### src/rtl/subvec_pkg.sv
package subvec_pkg;

    localparam int SV_MAX_VL  = 64;
    localparam int SV_MAX_SUB = 4;
    localparam int SV_VL_W    = $clog2(SV_MAX_VL + 1);
    localparam int SV_EL_W    = $clog2(SV_MAX_VL);
    localparam int SV_SUB_W   = $clog2(SV_MAX_SUB);
    localparam int SV_OFF_W   = $clog2(SV_MAX_VL * SV_MAX_SUB);
    localparam int SV_SIDES   = 2;

    typedef enum logic [1:0] {
        WALK_IDLE,
        WALK_RUN,
        WALK_FIN
    } walk_state_e;

    typedef struct packed {
        logic [SV_VL_W-1:0]  vl;
        logic [SV_SUB_W-1:0] sub_code;
        logic                pack;
        logic                unpack;
    } walk_cfg_t;

    function automatic logic [SV_OFF_W:0] sv_total(input walk_cfg_t c);
        return (SV_OFF_W+1)'(c.vl) * ((SV_OFF_W+1)'(c.sub_code) + (SV_OFF_W+1)'(1));
    endfunction

endpackage

### src/rtl/subvec_loop_walker.sv
module subvec_loop_walker
    import subvec_pkg::*;
(
    input  logic                clk,
    input  logic                rst,
    input  logic                start,
    input  walk_cfg_t           cfg_in,
    output walk_cfg_t           cfg_q,
    output logic [SV_EL_W-1:0]  el_q,
    output logic [SV_SUB_W-1:0] sub_q,
    output logic                valid,
    output logic                done
);

    walk_state_e state_q;
    logic        last_sub;
    logic        last_el;

    assign last_sub = (sub_q == cfg_q.sub_code);
    assign last_el  = ({1'b0, el_q} == (cfg_q.vl - 1'b1));
    assign valid    = (state_q == WALK_RUN);
    assign done     = (state_q == WALK_FIN);

    always_ff @(posedge clk) begin
        if (rst) begin
            state_q <= WALK_IDLE;
            cfg_q   <= '0;
            el_q    <= '0;
            sub_q   <= '0;
        end else begin
            case (state_q)
                WALK_IDLE: begin
                    if (start) begin
                        cfg_q   <= cfg_in;
                        el_q    <= '0;
                        sub_q   <= '0;
                        state_q <= (cfg_in.vl == '0) ? WALK_FIN : WALK_RUN;
                    end
                end
                WALK_RUN: begin
                    if (last_sub) begin
                        sub_q <= '0;
                        if (last_el) begin
                            el_q    <= '0;
                            state_q <= WALK_FIN;
                        end else begin
                            el_q <= el_q + 1'b1;
                        end
                    end else begin
                        sub_q <= sub_q + 1'b1;
                    end
                end
                default: state_q <= WALK_IDLE;
            endcase
        end
    end

    assert_valid_done_excl_R7: assert property (@(posedge clk) disable iff (rst)
        !(valid && done));

    assert_done_single_R7: assert property (@(posedge clk) disable iff (rst)
        done |=> !done);

    assert_done_after_last_R7: assert property (@(posedge clk) disable iff (rst)
        (valid && last_sub && last_el) |=> done);

    assert_el_in_range_R3: assert property (@(posedge clk) disable iff (rst)
        valid |-> ({1'b0, el_q} < cfg_q.vl));

    assert_sub_in_range_R2: assert property (@(posedge clk) disable iff (rst)
        valid |-> (sub_q <= cfg_q.sub_code));

    assert_cfg_held_R8: assert property (@(posedge clk) disable iff (rst)
        (valid && $past(valid)) |-> $stable(cfg_q));

endmodule

### src/rtl/subvec_offset_calc.sv
module subvec_offset_calc
    import subvec_pkg::*;
(
    input  logic [SV_EL_W-1:0]  el,
    input  logic [SV_SUB_W-1:0] sub,
    input  logic [SV_VL_W-1:0]  vl,
    input  logic [SV_SUB_W-1:0] sub_code,
    input  logic                xpose,
    output logic [SV_OFF_W-1:0] off
);

    logic [SV_OFF_W-1:0] el_w, sub_w, vl_w, cnt_w;

    always_comb begin
        el_w  = SV_OFF_W'(el);
        sub_w = SV_OFF_W'(sub);
        vl_w  = SV_OFF_W'(vl);
        cnt_w = SV_OFF_W'(sub_code) + SV_OFF_W'(1);
        if (xpose) off = sub_w * vl_w + el_w;
        else       off = el_w * cnt_w + sub_w;
    end

endmodule

### src/rtl/subvec_xpose_idx.sv
module subvec_xpose_idx
    import subvec_pkg::*;
(
    input  logic                clk,
    input  logic                rst,
    input  logic                start,
    input  logic [SV_VL_W-1:0]  vl_in,
    input  logic [SV_SUB_W-1:0] subvl_code,
    input  logic                pack_en,
    input  logic                unpack_en,
    output logic [SV_EL_W-1:0]  el_step,
    output logic [SV_SUB_W-1:0] sub_step,
    output logic [SV_OFF_W-1:0] src_off,
    output logic [SV_OFF_W-1:0] dst_off,
    output logic                valid,
    output logic                done
);

    walk_cfg_t           cfg_in, cfg_q;
    logic [SV_OFF_W-1:0] side_off [SV_SIDES];
    logic [SV_OFF_W:0]   total;

    assign cfg_in = '{vl: vl_in, sub_code: subvl_code, pack: pack_en, unpack: unpack_en};

    subvec_loop_walker u_walker (
        .clk    (clk),
        .rst    (rst),
        .start  (start),
        .cfg_in (cfg_in),
        .cfg_q  (cfg_q),
        .el_q   (el_step),
        .sub_q  (sub_step),
        .valid  (valid),
        .done   (done)
    );

    // side 0 reads the source (unpack), side 1 writes the destination (pack)
    for (genvar gi = 0; gi < SV_SIDES; gi++) begin : g_side
        subvec_offset_calc u_calc (
            .el       (el_step),
            .sub      (sub_step),
            .vl       (cfg_q.vl),
            .sub_code (cfg_q.sub_code),
            .xpose    ((gi == 0) ? cfg_q.unpack : cfg_q.pack),
            .off      (side_off[gi])
        );
    end

    assign src_off = side_off[0];
    assign dst_off = side_off[1];
    assign total   = sv_total(cfg_q);

    assert_src_bound_R4: assert property (@(posedge clk) disable iff (rst)
        valid |-> ({1'b0, src_off} < total));

    assert_dst_bound_R5: assert property (@(posedge clk) disable iff (rst)
        valid |-> ({1'b0, dst_off} < total));

    assert_same_order_match_R6: assert property (@(posedge clk) disable iff (rst)
        (valid && (cfg_q.pack == cfg_q.unpack)) |-> (src_off == dst_off));

endmodule

### config.mk
export PLATFORM = sky130hd
export DESIGN_NAME = subvec_xpose_idx
export DESIGN_NICKNAME = d
export VERILOG_FILES = /design/src/rtl/subvec_pkg.sv /design/src/rtl/subvec_loop_walker.sv /design/src/rtl/subvec_offset_calc.sv /design/src/rtl/subvec_xpose_idx.sv
export SDC_FILE = /design/constraint.sdc
export NUM_CORES = 1
export LEC_CHECK = 0
export BUFFER_PORTS_ARGS = -buffer_cell sky130_fd_sc_hd__buf_2
export CORE_MARGIN = 5
export CORE_UTILIZATION = 25
export CTS_CLUSTER_SIZE = 20
export DETAILED_ROUTE_END_ITERATION = 12
export HOLD_SLACK_MARGIN = 0.08
export PLACE_DENSITY = 0.39
export RECOVER_POWER = 100
export SKIP_CTS_REPAIR_TIMING = 1
export SLEW_MARGIN = 20
export SYNTH_ARGS = -nofsm -noshare
export SYNTH_HDL_FRONTEND = slang
export SYNTH_SLANG_ARGS = --single-unit
### constraint.sdc
create_clock -name clk -period 9.8 [get_ports clk]
set_input_delay 1.47 -clock clk [delete_from_list [all_inputs] [get_ports clk]]
set_output_delay 1.47 -clock clk [all_outputs]
set_load 0.01 [all_outputs]
==> summary.md, run 1 <==
The run finished with clean final reports. Averaged over all synthesized cells, the footprint is 8.34 sq um. After floorplanning, the core was divided into 36 placement rows. For the maximum level of the CTS H-tree, the log shows 1.

In this run the critical register-to-register path is captured at u_walker.el_q[4]. The final wirelength is 6430 um, and the logic gate share of total power is 0.467. The tree is rooted in a clkbuf_8. The logs give 0 for the number of antenna cells inserted and 0.252 for the starting density of the core.

In this run the vertical extent of the chip is 109 um. Setup repair after global routing left no endpoint under its margin. After detailed routing, the number of vias per cell comes to 4.51. The all-layer global routing usage was 0.114.

In the post-synthesis netlist, the biggest area contributors are dfxtp_1, ha_1, fa_1. The fraction of power spent switching nets was 0.438; the DRC violation total after the first TritonRoute iteration was 86. The setup clock skew after layout was 0.00625 ns; the maximum fanout along the worst path was 9. The hold violation count in the final report is 0, and the clock latency on the worst-skew pair is 0.26 ns. The synthesis-to-layout area growth is 11.4%, and the post-layout minimum cycle time is 5.18 ns.

The synthesis-stage register bit count was 21. The nature of the critical path startpoint was a flop. The post-route clock period utilization was 0.529; the number of buffers inserted during clock tree synthesis was 3. The count of buffers added on input and output ports is 39. The detailed-placement wirelength estimate is 5210 um, and the post-route antenna net violation count is 0.

The power density of the placed cells was 134 mW/mm^2. The worst setup path is captured at an output port. Cell internal power was estimated by the tool at 204 uW. The area fraction of the dominant cell type after synthesis is 0.173.

The critical path in this run is classified as reg2out. The number of global-route vias before repair was 2055; the pin slew with the least headroom to its limit was 1.05 ns. The number of pins exceeding their max-slew limit in the final report is 0. The initial antenna violation count was 0. The run gives 0.173 as the portion of the post-synthesis area used by sequential elements. For this run, the post-layout net count is 372.

For this design the total switching power over the nets is 159 uW. For this run, the number of Yosys warnings is 0. The tightest min-delay check is of the reg2reg type.

The worst hold path terminates at u_walker.cfg_q[3]. The maximum VDD drop was 101 uV; the area of all placed cells without fillers was 0.00270 sq mm. The logs give 4.62 ns for the smallest setup slack after layout and 20 for the pin count of the biggest net entering global routing.

The number of DRC violations after detailed routing is 0, and the vias after detailed routing is 2044. Based on the critical path, the design can be clocked at up to 193 MHz. The post-synth design cell area was 0.00243 sq mm; the post-CTS clock slew at the launch and capture registers of the worst setup and hold paths was 0.08 ns. The library cells used most frequently in the layout, excluding fill and tap cells, are nor2_1, nand2_1, ha_1, clkbuf_1, inv_1. In the final routed layout, each cell accounts on average for 14.2 um. The final count of negative-setup-slack endpoints is 0.

The first TritonRoute pass finished after 4 iterations. The first-pass GRT wire length is 10700 um. The run gives 0.372 as the share of total power in sequential cells. The cell taking the most area after synthesis is dfxtp_1.

The headroom to the max-slew limit is 0.281, and the fraction of final layout cells with drive strength greater than 1 is 0.113. Placeable core region: 0.00964 sq mm. Adding up every negative setup slack in the final design gives 0 ns.

The tools report the data arrival time of the critical path as 3.71 ns. At the worst endpoint, the required time is 8.33 ns. The number of cells traversed by the worst register-to-register path came out at 7. The number of instances in the synthesized netlist is 291.

The floorplan step defined a die boundary enclosing 0.0118 sq mm. The netlist uses 50 different library cells. The logs give 2 for the buffer levels on the longest clock path and 0.00125 uW for the static power due to leakage. TritonCTS built the clock tree. The clock net in this run drives a total of 21 sinks. Power comes to 363 uW. Clock network power share: 0.161. The logs give 0.00273 sq mm for the area of placed instances and 7.09 ns for the internal reg-to-reg setup slack. OpenSTA, run right after detailed placement, puts the worst setup slack at 4.91 ns.

The horizontal die dimension works out to 109 um. The number of maximum-capacitance violations is 0. The startpoint identified for the worst hold timing path is u_walker.cfg_q[3].

The global-route congestion overflow total is 0, and the synthesized netlist net count is 342. The congestion estimate from routability-driven global placement came to 0.742. The boundary pin count came out at 40. Number of stages on the worst hold path: 2. The origin of the critical flop-to-flop path is u_walker.cfg_q[4].
[logic make-up after synthesis]
kind of cell    synth area share
flops                      0.173
compound gates             0.173
xor+xnor                  0.0686
buf+inv                   0.0655
simple gates               0.212
mux                       0.0825
fa+ha+maj                  0.225
[final cells by class]
cell class              count  area, sq um
clock buffers               3         41.3
clock inverters             1         5.00
fillers                  1087         6940
inverters                  22         82.6
multi-input cells         232         1810
flip-flops and latches     21          420
well taps                 133          166
repair buffers             41          175
[state kept, by name, summed over array words and instances (netlist names)]
signal and cells:
u_walker.sub_q 2, u_walker.cfg_q 11, u_walker.state_q 2, u_walker.el_q 6
[worst max path at each step]
stage	startpoint	end	slack, ns	cells past startpoint
finish	u_walker.cfg_q[2]	dst_off[7]	4.62	11
floorplan	u_walker.cfg_q[3]	dst_off[7]	5.37	10
global route	u_walker.cfg_q[2]	dst_off[7]	4.31	11
CTS	u_walker.cfg_q[2]	src_off[6]	4.59	11
detailed placement	u_walker.cfg_q[2]	dst_off[7]	4.91	11
global placement	u_walker.cfg_q[2]	dst_off[7]	4.98	11
[routing by layer]
layer | global-route usage | vias up | part of all wire
met5 | 0 | - | 0
met4 | 0.0189 | 0 | 0.0037
met3 | 0.0143 | 2 | 0.039
met2 | 0.179 | 39 | 0.43
met1 | 0.168 | 940 | 0.53
li1 | - | 1063 | -
[worst max-delay path, stage by stage (launching register included)]
cell,delay (ns)
dfxtp_1,0.51
ha_1,0.34
and2_0,0.20
fa_1,0.47
ha_1,0.36
fa_1,0.47
a21o_1,0.20
a21oi_1,0.20
o21ai_0,0.14
xnor2_1,0.16
mux2_2,0.27
clkbuf_1,0.13
[cell usage after synthesis (all sizes together)]
master / count
mux2: 8
o21ba: 1
and4bb: 1
o41ai: 1
nand2: 26
a211oi: 5
clkbuf: 4
nor3b: 2
nand3b: 1
nor3: 6
and3: 1
o21bai: 2
or2b: 2
xnor2: 13
nand2b: 4
ha: 26
o211ai: 1
mux2i: 11
a2111oi: 2
and2: 12
o32ai: 2
o21ai: 18
a21boi: 1
nand4bb: 1
a21oi: 12
xor2: 6
or2: 2
a22oi: 1
inv: 22
nand3: 1
nor2: 26
nor4: 6
nor2b: 3
nand4: 2
dfxtp: 21
a21o: 8
or3b: 1
buf: 12
o21a: 1
fa: 11
a311oi: 2
a31oi: 3
[metrics by stage]
stage | std cells | hold WS, ns | utilization
4_1_cts | 453 | 0.572 | 0.288
2_1_floorplan | 291 | 0.509 | -
3_3_place_gp | 449 | 0.548 | 0.283
3_5_place_dp | 449 | 0.558 | 0.283
6_report | 453 | 0.569 | 0.281
5_1_grt | 453 | 0.633 | 0.281
[power by group through the flow]
stage / logic, uW / registers (uW) / clock network (uW)
after floorplan: 142 / 120 / 0
after global placement: 184 / 140 / 0
after detailed placement: 182 / 139 / 0
after CTS: 184 / 137 / 61.7
after global routing: 192 / 140 / 65.0
final: 169 / 135 / 58.3
No activity file was read; power rests on OpenSTA's default activity.
==> run 2, diff against run 1 <==
==> constraint.sdc (replaced) <==
create_clock -name clk -period 4.9 [get_ports clk]
set_input_delay 0.735 -clock clk [delete_from_list [all_inputs] [get_ports clk]]
set_output_delay 0.735 -clock clk [all_outputs]
set_load 0.01 [all_outputs]
==> summary.md, run 2 (synthesized netlist as in run 1, its figures left out) <==
The flow ran to the end, and the final reports show no timing, DRC or antenna violations. Setup repair after global routing left no endpoint under its margin. The first detailed-routing pass took 4 iterations. The design draws 732 uW. At the pin with the least slew margin, the transition time is 1.17 ns.

The post-route clock period utilization came out at 0.903. Buffer levels on the longest clock path: 2. Adding up every negative setup slack in the final design gives 0 ns. The type of destination of the critical path is an output port. The average wire per standard cell is 14.5 um. In this run the worst setup path terminates at dst_off[7]. The die is 109 um tall. The logic gate share of total power was 0.464; the number of global-route vias before repair was 2128. The fraction of power spent switching nets is 0.445. For the headroom to the max-slew limit, the log shows 0.202. The startpoint identified for the worst register-to-register timing path is u_walker.cfg_q[4]. The tool flagged a number of max-cap violations equal to 0.

The worst register-to-register path has a depth of 7. The nature of the critical path startpoint is a flop. The internal reg-to-reg setup slack is 2.07 ns. The starting density of the core came out at 0.252.

The most common library cell in the layout ignoring fill and taps was clkbuf_1. The internal portion of the total power is 406 uW. The horizontal die dimension works out to 109 um. The clock reaches the later pin of the worst-skew pair after 0.27 ns. Post-route antenna net violation count: 0. The flip-flop count of the largest register, all copies and words added is 11. After clock tree synthesis, the clock-pin slew on the worst setup and hold paths is 0.09 ns. In the layout the commonest cells are clkbuf_1, nor2_1, nand2_1, ha_1, inv_1. The critical path starts at u_walker.cfg_q[2].

The logs give 0.00964 sq mm for the placeable core region and 21 for the total clock sinks. The tools report the number of DRC violations after detailed routing as 0. Of all nets on the critical path, the largest fanout is 9.

The tools report the share of total power in sequential cells as 0.371. The global-route congestion overflow total was 0; the boundary pin count was 40. The analysis attributes to net switching a power of 326 uW. In this run the critical register-to-register path is captured at u_walker.el_q[4]. The number of antenna cells inserted came out at 0. For the finished layout, the period the worst path requires is 4.43 ns. Power spread over the standard cell area amounts to 270 mW/mm^2. The layout has 1128 filler cells. The initial antenna violation count came out at 0.

The tools report the final count of negative-setup-slack endpoints as 0. Relative to the synthesized area, the layout overhead comes to 11.9%. For this block, the initial DRC count from the detailed router was 65.

In the final layout, the registers with the most flip-flops are u_walker.cfg_q (11), u_walker.el_q (6). The fraction of final layout cells with drive strength greater than 1 came out at 0.118. Routability-driven placement finished with a final weighted congestion of 0.762. In the routed layout, each cell is associated on average with a via count of 4.55. Between clock sinks in the finished design, the worst skew comes to 0.00657 ns.

The final layout contains routed wiring with a total length of 6600 um. Counting flops per register, the top entry is u_walker.cfg_q. The achievable frequency was 226 MHz; the sequential standard cell area was 420 sq um. Worst min-delay path category: reg2reg. Count of buffers from port buffering: 39. STA puts the critical path data required time at 4.16 ns. Detailed placement ended at an HPWL of 5310 um.

The maximum level of the CTS H-tree is 1. The startpoint-to-endpoint class of the critical path is reg2out. The overall die area is 0.0118 sq mm. TritonCTS built the clock tree.

Data on the critical path arrives at its endpoint at 3.69 ns. The number of pins exceeding their max-slew limit in the final report is 0. Summed over all cells, the static leakage comes to 0.00126 uW. In this run the clock root is driven by a clkbuf_8. The all-layer global routing usage is 0.115, and the maximum VDD drop is 194 uV.

The number of buffers inserted during clock tree synthesis was 3. The multi-input combinational cells in the finished layout cover a total of 0.00181 sq mm. The tools report the clock network power share as 0.165. The tools report the share of the core filled with cells in the final layout as 0.282. The hold violation count in the final report came out at 0. The final layout contains 375 nets. Placement row count: 36.

Entering global routing, the biggest net connects 20 pins. The first-pass GRT wire length is 10900 um. The vias after detailed routing was 2075.
-- run 2: changes by cell type in the layout (fill, tap and decap cells not counted) --
| cell | before | now |
|---|---|---|
| buf_2 | 14 | 17 |
| a21boi_0 | 1 | 0 |
| buf_4 | 1 | 0 |
| a21boi_1 | 0 | 1 |
| clkbuf_1 | 26 | 27 |
-- run 2: layout make-up --
cell class / instances / area share
tap: 133 / 0.0613
sequential: 21 / 0.155
inverter: 22 / 0.0304
timing repair buffer: 44 / 0.0687
multi-input combinational: 232 / 0.668
clock inverter: 1 / 0.00184
clock buffer: 3 / 0.0152
-- run 2: worst min-delay path by stage --
stage | startpoint | to | slack [ns] | cells after the start
floorplan | u_walker.cfg_q[3] | u_walker.cfg_q[3] | 0.51 | 2
global route | u_walker.cfg_q[3] | u_walker.cfg_q[3] | 0.59 | 2
finish | u_walker.cfg_q[3] | u_walker.cfg_q[3] | 0.57 | 2
detailed placement | u_walker.cfg_q[3] | u_walker.cfg_q[3] | 0.56 | 2
global placement | u_walker.cfg_q[3] | u_walker.cfg_q[3] | 0.54 | 2
CTS | u_walker.cfg_q[3] | u_walker.cfg_q[3] | 0.57 | 2
-- run 2: metal layers --
metal	routed length, um	part of all wire	GRT usage
met1	3450	0.52	0.167
met2	2840	0.43	0.187
met3	275	0.042	0.0137
met4	27	0.0041	0.0189
met5	0	0	0
-- run 2: power groups by stage --
stage                     Clock (uW)  Combinational [uW]  Sequential [uW]
after floorplan                    0                 285              241
after global routing             135                 380              281
after global placement             0                 368              279
final                            121                 340              272
after CTS                        127                 368              274
after detailed placement           0                 363              278
-- run 2: through the flow --
step                instances  setup WS, ns  cell area (sq um)  hold WS [ns]
floorplan                 291          1.21               2430         0.509
global placement          452         0.816               2750         0.541
detailed placement        452         0.759               2750         0.556
CTS                       456         0.437               2800         0.569
global route              456         0.167               2720         0.589
finish                    456         0.475               2720         0.570
-- run 2: worst max-delay path, stage by stage (launching register included) --
cell and delay [ns]:
dfxtp_1 0.50, ha_1 0.34, and2_0 0.20, fa_1 0.47, ha_1 0.35, fa_1 0.47
a21o_1 0.20, a21oi_1 0.20, o21ai_0 0.14, xnor2_1 0.16, mux2_2 0.27, clkbuf_1 0.13
